==> src/rtl/alu8_pkg.sv <==
package alu8_pkg;
  localparam int DW    = 8;
  localparam int NW    = DW / 2;
  localparam int SW    = 8;
  localparam int BITW  = $clog2(SW);
  localparam int OPW   = 5;

  localparam int F_C = 0;
  localparam int F_Z = 1;
  localparam int F_N = 2;
  localparam int F_V = 3;
  localparam int F_S = 4;
  localparam int F_H = 5;
  localparam int F_T = 6;
  localparam int F_I = 7;

  typedef enum logic [OPW-1:0] {
    OP_ADD  = 5'h00,
    OP_ADC  = 5'h01,
    OP_SUB  = 5'h02,
    OP_SBC  = 5'h03,
    OP_AND  = 5'h04,
    OP_OR   = 5'h05,
    OP_XOR  = 5'h06,
    OP_COM  = 5'h07,
    OP_NEG  = 5'h08,
    OP_INC  = 5'h09,
    OP_DEC  = 5'h0A,
    OP_LSL  = 5'h0B,
    OP_LSR  = 5'h0C,
    OP_ROL  = 5'h0D,
    OP_ROR  = 5'h0E,
    OP_ASR  = 5'h0F,
    OP_SWAP = 5'h10,
    OP_FSET = 5'h11,
    OP_FCLR = 5'h12
  } op_e;
endpackage

==> src/rtl/alu8_addsub.sv <==
module alu8_addsub #(
  parameter int DW = 8
) (
  input  logic [DW-1:0] opa,
  input  logic [DW-1:0] opb,
  input  logic          cin,
  input  logic          do_sub,
  output logic [DW-1:0] sum,
  output logic          c_out,
  output logic          h_out,
  output logic          v_out
);
  localparam int NW = DW / 2;

  logic [DW:0] full;
  logic [NW:0] low;

  always_comb begin
    if (do_sub) begin
      full = {1'b0, opa} - {1'b0, opb} - {{DW{1'b0}}, cin};
      low  = {1'b0, opa[NW-1:0]} - {1'b0, opb[NW-1:0]} - {{NW{1'b0}}, cin};
    end else begin
      full = {1'b0, opa} + {1'b0, opb} + {{DW{1'b0}}, cin};
      low  = {1'b0, opa[NW-1:0]} + {1'b0, opb[NW-1:0]} + {{NW{1'b0}}, cin};
    end
    sum   = full[DW-1:0];
    c_out = full[DW];
    h_out = low[NW];
    if (do_sub)
      v_out = (opa[DW-1] != opb[DW-1]) && (full[DW-1] != opa[DW-1]);
    else
      v_out = (opa[DW-1] == opb[DW-1]) && (full[DW-1] != opa[DW-1]);
  end
endmodule

==> src/rtl/alu8_bitops.sv <==
module alu8_bitops
  import alu8_pkg::*;
#(
  parameter int DW = 8
) (
  input  op_e           op,
  input  logic [DW-1:0] a,
  input  logic [DW-1:0] b,
  input  logic          cin,
  output logic [DW-1:0] r,
  output logic          c_shift
);
  localparam int NW = DW / 2;

  always_comb begin
    r       = '0;
    c_shift = 1'b0;
    case (op)
      OP_AND:  r = a & b;
      OP_OR:   r = a | b;
      OP_XOR:  r = a ^ b;
      OP_COM:  r = ~a;
      OP_LSL:  begin r = {a[DW-2:0], 1'b0};      c_shift = a[DW-1]; end
      OP_LSR:  begin r = {1'b0, a[DW-1:1]};      c_shift = a[0];    end
      OP_ROL:  begin r = {a[DW-2:0], cin};       c_shift = a[DW-1]; end
      OP_ROR:  begin r = {cin, a[DW-1:1]};       c_shift = a[0];    end
      OP_ASR:  begin r = {a[DW-1], a[DW-1:1]};   c_shift = a[0];    end
      OP_SWAP: r = {a[NW-1:0], a[DW-1:NW]};
      default: r = '0;
    endcase
  end
endmodule

==> src/rtl/alu8_flagmix.sv <==
module alu8_flagmix
  import alu8_pkg::*;
#(
  parameter int DW = 8,
  parameter int SW = 8
) (
  input  op_e                   op,
  input  logic [$clog2(SW)-1:0] idx,
  input  logic [SW-1:0]         flags_q,
  input  logic [DW-1:0]         res,
  input  logic                  ar_c,
  input  logic                  ar_h,
  input  logic                  ar_v,
  input  logic                  sh_c,
  output logic [SW-1:0]         flags_d
);
  logic [SW-1:0] mask;
  logic [SW-1:0] calc;
  logic          n_new;
  logic          z_new;
  logic          v_new;
  logic          c_new;

  assign n_new = res[DW-1];
  assign z_new = (res == '0);

  always_comb begin
    mask  = '0;
    v_new = 1'b0;
    c_new = 1'b0;
    calc  = '0;
    case (op)
      OP_ADD, OP_ADC, OP_SUB, OP_SBC, OP_NEG: begin
        mask  = SW'((1 << F_H) | (1 << F_S) | (1 << F_V) | (1 << F_N) | (1 << F_Z) | (1 << F_C));
        v_new = ar_v;
        c_new = ar_c;
      end
      OP_INC, OP_DEC: begin
        mask  = SW'((1 << F_S) | (1 << F_V) | (1 << F_N) | (1 << F_Z));
        v_new = ar_v;
      end
      OP_AND, OP_OR, OP_XOR: begin
        mask  = SW'((1 << F_S) | (1 << F_V) | (1 << F_N) | (1 << F_Z));
      end
      OP_COM: begin
        mask  = SW'((1 << F_S) | (1 << F_V) | (1 << F_N) | (1 << F_Z) | (1 << F_C));
        c_new = 1'b1;
      end
      OP_LSL, OP_LSR, OP_ROL, OP_ROR, OP_ASR: begin
        mask  = SW'((1 << F_S) | (1 << F_V) | (1 << F_N) | (1 << F_Z) | (1 << F_C));
        c_new = sh_c;
        v_new = n_new ^ sh_c;
      end
      OP_FSET, OP_FCLR: begin
        mask  = SW'(1) << idx;
      end
      default: mask = '0;
    endcase
    if (op == OP_FSET)
      calc = '1;
    else if (op == OP_FCLR)
      calc = '0;
    else begin
      calc[F_H] = ar_h;
      calc[F_S] = n_new ^ v_new;
      calc[F_V] = v_new;
      calc[F_N] = n_new;
      calc[F_Z] = z_new;
      calc[F_C] = c_new;
    end
  end

  for (genvar g = 0; g < SW; g++) begin : g_merge
    assign flags_d[g] = mask[g] ? calc[g] : flags_q[g];
  end
endmodule

==> src/rtl/alu8_flagged.sv <==
module alu8_flagged
  import alu8_pkg::*;
(
  input  logic            clk,
  input  logic            rst_n,
  input  logic            in_valid,
  output logic            in_ready,
  input  logic [OPW-1:0]  in_op,
  input  logic [DW-1:0]   in_a,
  input  logic [DW-1:0]   in_b,
  input  logic [BITW-1:0] in_bit,
  output logic            out_valid,
  input  logic            out_ready,
  output logic [DW-1:0]   out_result,
  output logic [SW-1:0]   out_sreg
);
  op_e           op;
  logic          accept;
  logic [SW-1:0] status_q;
  logic [SW-1:0] status_d;
  logic [DW-1:0] res_q;
  logic [SW-1:0] sreg_q;
  logic          ov_q;

  logic [DW-1:0] as_a;
  logic [DW-1:0] as_b;
  logic          as_cin;
  logic          as_sub;
  logic [DW-1:0] as_sum;
  logic          as_c;
  logic          as_h;
  logic          as_v;
  logic [DW-1:0] bo_r;
  logic          bo_c;
  logic          use_arith;
  logic [DW-1:0] res_d;

  assign op       = op_e'(in_op);
  assign in_ready = !ov_q || out_ready;
  assign accept   = in_valid && in_ready;

  always_comb begin
    as_a      = in_a;
    as_b      = in_b;
    as_cin    = 1'b0;
    as_sub    = 1'b0;
    use_arith = 1'b1;
    case (op)
      OP_ADD: ;
      OP_ADC: as_cin = status_q[F_C];
      OP_SUB: as_sub = 1'b1;
      OP_SBC: begin as_sub = 1'b1; as_cin = status_q[F_C]; end
      OP_NEG: begin as_sub = 1'b1; as_a = '0; as_b = in_a; end
      OP_INC: as_b = DW'(1);
      OP_DEC: begin as_sub = 1'b1; as_b = DW'(1); end
      default: use_arith = 1'b0;
    endcase
  end

  alu8_addsub #(.DW(DW)) u_addsub (
    .opa    (as_a),
    .opb    (as_b),
    .cin    (as_cin),
    .do_sub (as_sub),
    .sum    (as_sum),
    .c_out  (as_c),
    .h_out  (as_h),
    .v_out  (as_v)
  );

  alu8_bitops #(.DW(DW)) u_bitops (
    .op      (op),
    .a       (in_a),
    .b       (in_b),
    .cin     (status_q[F_C]),
    .r       (bo_r),
    .c_shift (bo_c)
  );

  assign res_d = use_arith ? as_sum : bo_r;

  alu8_flagmix #(.DW(DW), .SW(SW)) u_flagmix (
    .op      (op),
    .idx     (in_bit),
    .flags_q (status_q),
    .res     (res_d),
    .ar_c    (as_c),
    .ar_h    (as_h),
    .ar_v    (as_v),
    .sh_c    (bo_c),
    .flags_d (status_d)
  );

  always_ff @(posedge clk) begin
    if (!rst_n) begin
      status_q <= '0;
      res_q    <= '0;
      sreg_q   <= '0;
      ov_q     <= 1'b0;
    end else if (accept) begin
      status_q <= status_d;
      res_q    <= res_d;
      sreg_q   <= status_d;
      ov_q     <= 1'b1;
    end else if (out_ready) begin
      ov_q     <= 1'b0;
    end
  end

  assign out_valid  = ov_q;
  assign out_result = res_q;
  assign out_sreg   = sreg_q;
endmodule

==> config.mk <==
export PLATFORM = sky130hd
export DESIGN_NAME = alu8_flagged
export DESIGN_NICKNAME = d
export VERILOG_FILES = /design/src/rtl/alu8_pkg.sv /design/src/rtl/alu8_addsub.sv /design/src/rtl/alu8_bitops.sv /design/src/rtl/alu8_flagmix.sv /design/src/rtl/alu8_flagged.sv
export SDC_FILE = /design/constraint.sdc
export NUM_CORES = 1
export LEC_CHECK = 0
export ABC_CLOCK_PERIOD_IN_PS = 5700
export BUFFER_PORTS_ARGS = -buffer_cell sky130_fd_sc_hd__buf_2
export CAP_MARGIN = 40
export CORE_MARGIN = 4
export CORE_UTILIZATION = 25
export CTS_BUF_LIST = sky130_fd_sc_hd__clkbuf_2
export DETAILED_ROUTE_END_ITERATION = 8
export SYNTH_ARGS = -nofsm -noshare
export SYNTH_HDL_FRONTEND = slang
export SYNTH_SLANG_ARGS = --single-unit
==> constraint.sdc <==
create_clock -name clk -period 5.7 [get_ports clk]
set_input_delay 0.57 -clock clk [delete_from_list [all_inputs] [get_ports clk]]
set_output_delay 0.57 -clock clk [all_outputs]
set_load 0.01 [all_outputs]
==> results of run 1 <==
## worst register-to-register path, stage by stage, from the launching register on
cell	delay, ps
sky130_fd_sc_hd__dfxtp_1	390
sky130_fd_sc_hd__and3_1	200
sky130_fd_sc_hd__fa_1	420
sky130_fd_sc_hd__inv_1	80
sky130_fd_sc_hd__ha_1	210
sky130_fd_sc_hd__a211oi_1	300
sky130_fd_sc_hd__a31oi_2	100
sky130_fd_sc_hd__a31oi_1	350
sky130_fd_sc_hd__o311ai_2	170
sky130_fd_sc_hd__xnor2_1	200
sky130_fd_sc_hd__o311ai_4	250
sky130_fd_sc_hd__xnor2_1	150
sky130_fd_sc_hd__a31oi_1	100
## layer usage
metal | share of wire | up-vias
li1 | - | 1384
met5 | 0 | -
met3 | 0.040 | 18
met1 | 0.42 | 1287
met2 | 0.50 | 81
met4 | 0.036 | 0
## cells by family after synthesis
kind of cell | count (synthesis)
compound gates | 107
mux | 16
fa+ha+maj | 39
xor+xnor | 17
flops | 17
buf+inv | 58
simple gates | 116
## power groups by stage
stage | logic, mW | registers [mW] | clock network (mW)
5_1_grt | 0.297 | 0.132 | 0.0637
4_1_cts | 0.265 | 0.131 | 0.0589
3_5_place_dp | 0.263 | 0.133 | 0
2_1_floorplan | 0.194 | 0.136 | 0
6_report | 0.265 | 0.131 | 0.0559
3_3_place_gp | 0.260 | 0.133 | 0
## flip-flops by register name, summed over array words and instances (netlist names)
| register | count |
|---|---|
| out_sreg | 8 |
| out_result | 8 |
| out_valid | 1 |
## stage by stage
step	setup slack [ps]	utilization	power, mW	area [µm²]
global route	1360	0.283	0.493	3110
floorplan	1620	-	0.330	2830
global placement	1410	0.282	0.393	3090
finish	1630	0.283	0.452	3110
detailed placement	1270	0.282	0.397	3090
CTS	1610	0.283	0.455	3110
## cell usage in the layout (no fill, tap or decap), types with 4 or more instances in the layout
cell type	n
sky130_fd_sc_hd__a22oi_1	7
sky130_fd_sc_hd__and3_1	6
sky130_fd_sc_hd__a222oi_1	4
sky130_fd_sc_hd__mux2i_1	13
sky130_fd_sc_hd__ha_1	35
sky130_fd_sc_hd__a31oi_1	4
sky130_fd_sc_hd__fa_1	4
sky130_fd_sc_hd__nor2_1	24
sky130_fd_sc_hd__nor3_1	8
sky130_fd_sc_hd__a22o_1	4
sky130_fd_sc_hd__xnor2_1	11
sky130_fd_sc_hd__nand3_1	11
sky130_fd_sc_hd__xor2_1	6
sky130_fd_sc_hd__nand2b_1	5
sky130_fd_sc_hd__a21oi_1	26
sky130_fd_sc_hd__o21ai_0	23
sky130_fd_sc_hd__dfxtp_1	17
sky130_fd_sc_hd__inv_1	40
sky130_fd_sc_hd__or3_1	4
sky130_fd_sc_hd__o211a_1	7
sky130_fd_sc_hd__buf_2	45
sky130_fd_sc_hd__nand2_1	37
## final cells by class
| cell class | count | share of cell area |
|---|---|---|
| multi-input cells | 295 | 0.705 |
| flip-flops and latches | 17 | 0.109 |
| repair buffers | 46 | 0.0748 |
| well taps | 140 | 0.0563 |
| inverters | 40 | 0.0482 |
| clock buffers | 3 | 0.00482 |
| clock inverters | 1 | 0.00161 |
## path summary, 6_finish.rpt
path,start,end,slack (ps),depth (start not counted)
max reg2reg,out_sreg[0]$_SDFFE_PN0P_,out_sreg[4]$_SDFFE_PN0P_,2680,12
max,in_op[1],out_sreg[4]$_SDFFE_PN0P_,1630,15
min reg2reg,out_result[7]$_SDFFE_PN0P_,out_result[7]$_SDFFE_PN0P_,510,2
min,out_result[7]$_SDFFE_PN0P_,out_result[7]$_SDFFE_PN0P_,510,2
==> impl_metrics.json, run 1 <==
{
  "run_status": "finished clean",
  "synthesized_nets": 437,
  "crit_path_top_delay_cell": "sky130_fd_sc_hd__a2111oi_0",
  "synth-main-ff-cell": "sky130_fd_sc_hd__dfxtp_1",
  "crit_path_end_kind": "register",
  "comb_power_share": 0.587,
  "clock-skew-final_ps": 5.36,
  "post_route_cells_drive_above_1_share": 0.167,
  "fp.dieH_um": 114,
  "detail_route.wirelength_um": 8250,
  "final.min_clock_period_ps": 4070,
  "worstPathArrival_ps": 4280,
  "largest_area_contributor_in_the_synthesized_netlist": "sky130_fd_sc_hd__ha_1",
  "firstDrtPassIters": 4,
  "grt_use_met1": 0.160,
  "cts_resized": 0,
  "drt_iter0_drc": 138,
  "start_util": 0.258,
  "clock-sinks": 17,
  "ys_top_cells_by_count": "sky130_fd_sc_hd__inv_1, sky130_fd_sc_hd__nand2_1, sky130_fd_sc_hd__ha_1",
  "dp_hpwl_um": 6740,
  "holdCritPathClass": "register to register",
  "synth_compound_gate_area_share": 0.273,
  "p_sw_frac": 0.447,
  "grt_antenna_before_repair": 0,
  "post_drt_wl_per_cell_um": 15.2,
  "clock_tree_from_tritoncts": "built",
  "ir_drop_uv": 62.0,
  "clkPwrFrac": 0.124,
  "synth_area_leaders": "sky130_fd_sc_hd__ha_1, sky130_fd_sc_hd__dfxtp_1, sky130_fd_sc_hd__inv_1",
  "floorplan.core_area_mm2": 0.0110,
  "syn_inst": 370,
  "report.final.slew_viol_count": 0,
  "synth_top_family_by_area": "compound AO/OA/AOI/OAI gates",
  "synth_top_cell_area_share": 0.155,
  "fin_nets": 470,
  "yosysMostFrequentCell": "sky130_fd_sc_hd__inv_1",
  "asyncSetResetFlopFracSynth": 0,
  "part_of_the_yosys_area_used_for_sequential_elements": 0.120,
  "postCtsSetupBuffers": 0,
  "cts_inserted_buffers": 3,
  "achievable_freq_ghz": 0.245,
  "ctsHoldBuffers": 0,
  "setup_viol": 0,
  "layout-area-overhead-vs-synth_pct": 9.99,
  "timing.final.hold_violations": 0,
  "crit_chain": "buf_2, nor2_2, nand3b_1, o21ai_0, ha_1, inv_1, ha_1, inv_1, and3_1, a2111oi_0, o311ai_2, xnor2_1, o311ai_4, xnor2_1, a31oi_1",
  "remaining_drc_errors": 0,
  "grt_first_pass_wirelength_um": 13900,
  "grt_use_met3": 0.0106,
  "multi_input_area_mm2": 0.00219,
  "netlist_area_mm2": 0.00283,
  "row_count": 38,
  "ys_seq_elements": 17,
  "regArea_um2": 340,
  "relSlewSlack": 0.493,
  "post_synth_edffs": 0,
  "post_synth_xor_area_fraction": 0.0526,
  "grt-busiest-layer": "met2",
  "clk_path_buf_depth": 2,
  "synthesis.yosys.warnings": 0,
  "floorplan.die.width_um": 114,
  "worst_ep_required_time_ps": 5900,
  "synth_cell_type_count": 66,
  "placement.io_buffers": 45,
  "place_inst": 538,
  "post_synth_mux_area_share": 0.0632,
  "rsz0062_at_grt": "no",
  "yosys.area_share.simple": 0.204,
  "fillCellCount": 1191,
  "p_seq_frac": 0.289,
  "clkLatencyLatePin_ps": 300,
  "gr_overflow_total": 0,
  "first_global_vias": 2780,
  "ioPinCount": 46,
  "antennaDiodeCount": 0,
  "cts.htree.levels": 1,
  "clockRootBuffer": "sky130_fd_sc_hd__clkbuf_2",
  "fin_setup_tns_ps": 0,
  "gp_congestion": 0.863,
  "drv.max_cap_violation_count": 0,
  "critical_path.n_buffers_inverters": 3,
  "grt.total_usage": 0.128,
  "dr_total_vias": 2770,
  "crit_fanout": 24,
  "timing.critical_path.max_delay_family": "compound AO/OA/AOI/OAI gates",
  "p_leak_nw": 1.56,
  "instances_no_fill": 542,
  "internal-power_uw": 250,
  "tightest_slew_ps": 761,
  "postSynthAreaPerCell_um2": 7.65,
  "grt_start_max_net_pins": 25,
  "period_share": 0.715,
  "p_sw_uw": 202,
  "startpoint_type": "input port",
  "grtUsageMet2": 0.229,
  "whs_ps": 511,
  "antenna_violating_nets_post_route": 0,
  "viasPerCell": 5.11,
  "crit_path_max_incr_delay_ps": 480,
  "die_area_mm2": 0.0131,
  "p_per_area_mw_per_mm2": 145,
  "post_synth_fa_ha_maj_area_fraction": 0.183,
  "critPathKind": "input port to register",
  "clk_transition_reported_paths_ps": 180
}
No activity file was read; power rests on OpenSTA's default activity.
==> run 2: changes to the inputs <==
--- a/config.mk
+++ b/config.mk
@@ -5,7 +5,8 @@
 export SDC_FILE = /design/constraint.sdc
 export NUM_CORES = 1
 export LEC_CHECK = 0
-export ABC_CLOCK_PERIOD_IN_PS = 5700
+export ABC_AREA = 1
+export ABC_CLOCK_PERIOD_IN_PS = 3500
 export BUFFER_PORTS_ARGS = -buffer_cell sky130_fd_sc_hd__buf_2
 export CAP_MARGIN = 40
 export CORE_MARGIN = 4
==> constraint.sdc (replaced) <==
create_clock -name clk -period 3.5 [get_ports clk]
set_input_delay 0.35 -clock clk [delete_from_list [all_inputs] [get_ports clk]]
set_output_delay 0.35 -clock clk [all_outputs]
set_load 0.01 [all_outputs]
==> impl_metrics.json, run 2 <==
{
  "clk_transition_reported_paths_ps": 190,
  "syn_inst": 447,
  "remaining_drc_errors": 0,
  "netlist_area_mm2": 0.00270,
  "fin_setup_tns_ps": 0,
  "final.min_clock_period_ps": 3040,
  "synthesis.yosys.warnings": 0,
  "rsz0062_at_grt": "no",
  "report.final.slew_viol_count": 0,
  "holdCritPathClass": "input port to register",
  "worst_ep_required_time_ps": 3720,
  "clkLatencyLatePin_ps": 330,
  "synthesized_nets": 514,
  "ctsHoldBuffers": 0,
  "postCtsSetupBuffers": 0,
  "synth_top_cell_area_share": 0.162,
  "run_status": "finished clean",
  "cts_inserted_buffers": 3,
  "p_sw_uw": 318,
  "startpoint_type": "input port",
  "row_count": 37,
  "detail_route.wirelength_um": 8040,
  "asyncSetResetFlopFracSynth": 0,
  "ys_seq_elements": 17,
  "part_of_the_yosys_area_used_for_sequential_elements": 0.126,
  "fp.dieH_um": 112,
  "ir_drop_uv": 132,
  "worstPathArrival_ps": 3260,
  "clock_tree_from_tritoncts": "built",
  "largest_area_contributor_in_the_synthesized_netlist": "sky130_fd_sc_hd__ha_1",
  "ioPinCount": 46,
  "p_seq_frac": 0.310,
  "relSlewSlack": 0.640,
  "cts_resized": 0,
  "clk_path_buf_depth": 2,
  "grt_first_pass_wirelength_um": 13200,
  "dp_hpwl_um": 6750,
  "drv.max_cap_violation_count": 0,
  "gp_congestion": 0.876,
  "p_sw_frac": 0.463,
  "ys_top_cells_by_count": "sky130_fd_sc_hd__nand2_1, sky130_fd_sc_hd__inv_1, sky130_fd_sc_hd__nor2_1",
  "fin_nets": 561,
  "clockRootBuffer": "sky130_fd_sc_hd__clkbuf_2",
  "grt.total_usage": 0.124,
  "first_global_vias": 2787,
  "antennaDiodeCount": 0,
  "placed_area_mm2": 0.00308,
  "regArea_um2": 340,
  "tightest_slew_ps": 540,
  "grt_antenna_before_repair": 0,
  "design_power_total_uw": 686,
  "crit_path_end_kind": "register",
  "clkPwrFrac": 0.136,
  "yosysMostFrequentCell": "sky130_fd_sc_hd__nand2_1",
  "antenna_violating_nets_post_route": 0,
  "period_share": 0.868,
  "clock-skew-final_ps": 27.0,
  "placement.io_buffers": 45,
  "most_common_library_cell_in_the_layout_ignoring_fill_and_taps": "sky130_fd_sc_hd__nand2_1",
  "drt_iter0_drc": 259,
  "gr_overflow_total": 0,
  "multi_input_area_mm2": 0.00197,
  "fillCellCount": 1159,
  "clock-sinks": 17,
  "grt_start_max_net_pins": 15,
  "internal-power_uw": 368,
  "crit_fanout": 8,
  "p_leak_nw": 1.70,
  "cts.htree.levels": 1,
  "achievable_freq_ghz": 0.329,
  "die_area_mm2": 0.0125,
  "post_route_cells_drive_above_1_share": 0.172,
  "postSynthAreaPerCell_um2": 6.04,
  "post_drt_wl_per_cell_um": 12.8,
  "timing.final.hold_violations": 0,
  "setup_viol": 0,
  "critPathKind": "input port to register",
  "synth_area_leaders": "sky130_fd_sc_hd__ha_1, sky130_fd_sc_hd__dfxtp_1, sky130_fd_sc_hd__nand2_1",
  "start_util": 0.259,
  "p_per_area_mw_per_mm2": 222,
  "layout.cells.most_common_list": "sky130_fd_sc_hd__nand2_1, sky130_fd_sc_hd__inv_1, sky130_fd_sc_hd__nor2_1, sky130_fd_sc_hd__buf_2, sky130_fd_sc_hd__ha_1",
  "comb_power_share": 0.554,
  "dr_total_vias": 3032,
  "firstDrtPassIters": 5,
  "viasPerCell": 4.82,
  "final_cell_area_mm2": 0.00310,
  "floorplan.core_area_mm2": 0.0104,
  "post_synth_edffs": 0,
  "layout-area-overhead-vs-synth_pct": 14.7,
  "floorplan.die.width_um": 112,
  "synth-main-ff-cell": "sky130_fd_sc_hd__dfxtp_1",
  "synth_cell_type_count": 39
}
## run 2: layer usage
metal  global-route usage  vias to the layer above  part of all wire
met3               0.0179                       12             0.054
met5                    0                        -                 0
li1                     -                     1542                 -
met1                0.156                     1396              0.45
met2                0.219                       82              0.47
met4               0.0341                        0             0.025
## run 2: layout make-up
type | instances | area share
Clock buffer | 3 | 0.00485
Clock inverter | 1 | 0.00162
Inverter | 94 | 0.114
Multi-Input combinational cell | 331 | 0.637
Sequential cell | 17 | 0.110
Tap cell | 136 | 0.0549
Timing Repair Buffer | 47 | 0.0776
## run 2: worst paths after layout
| kind | to | startpoint | slack [ps] | cells past startpoint |
|---|---|---|---|---|
| worst max-delay path | out_sreg[3]$_SDFFE_PN0P_ | in_op[3] | 460 | 24 |
| worst min-delay path | out_valid$_SDFFE_PN0P_ | out_ready | 300 | 4 |
| worst max register to register | out_sreg[1]$_SDFFE_PN0P_ | out_sreg[0]$_SDFFE_PN0P_ | 760 | 18 |
| worst min register to register | out_sreg[6]$_SDFFE_PN0P_ | out_sreg[6]$_SDFFE_PN0P_ | 480 | 2 |
## run 2: power groups by stage
stage	combinational, mW	sequential, mW	clock (mW)
after floorplan	0.264	0.222	0
after CTS	0.379	0.213	0.0964
after detailed placement	0.377	0.217	0
after global routing	0.436	0.214	0.108
after global placement	0.371	0.217	0
final	0.380	0.213	0.0934
## run 2: cell families after synthesis
logic type                 Yosys count  share of synthesized area
AOI/OAI and AO/OA                   98                      0.214
buffers and inverters               99                      0.143
and+or+nand+nor                    191                      0.315
xor gates and xnor gates             3                    0.00973
adders and majority gates           39                      0.192
DFF                                 17                      0.126
## run 2: stage by stage
| stage | std cells | hold WS, ps | util | worst slack, ps |
|---|---|---|---|---|
| 3_3_place_gp | 625 | 444 | 0.295 | 191 |
| 5_1_grt | 629 | 290 | 0.297 | 123 |
| 3_5_place_dp | 625 | 455 | 0.295 | 149 |
| 6_report | 629 | 298 | 0.297 | 461 |
| 4_1_cts | 629 | 297 | 0.297 | 493 |
| 2_1_floorplan | 447 | 483 | - | 442 |
## run 2: critical path, cell delays in order
cell                       delay (ps)
sky130_fd_sc_hd__buf_2            120
sky130_fd_sc_hd__inv_2             60
sky130_fd_sc_hd__nor2_4           120
sky130_fd_sc_hd__nand2_2           80
sky130_fd_sc_hd__inv_2             60
sky130_fd_sc_hd__nand2_1           70
sky130_fd_sc_hd__inv_1            220
sky130_fd_sc_hd__o22ai_1          150
sky130_fd_sc_hd__ha_1             360
sky130_fd_sc_hd__ha_1             390
sky130_fd_sc_hd__a21oi_1          250
sky130_fd_sc_hd__nor3_1            80
sky130_fd_sc_hd__nor2_1           130
sky130_fd_sc_hd__nand2_1           70
sky130_fd_sc_hd__nand2_1           50
sky130_fd_sc_hd__nand3_1           70
sky130_fd_sc_hd__nand2_2          100
sky130_fd_sc_hd__nand2_2           60
sky130_fd_sc_hd__nand2_2           90
sky130_fd_sc_hd__nand2_1           70
sky130_fd_sc_hd__nand3_2           90
sky130_fd_sc_hd__nand3_1           70
sky130_fd_sc_hd__o211ai_1          90
sky130_fd_sc_hd__inv_1             60
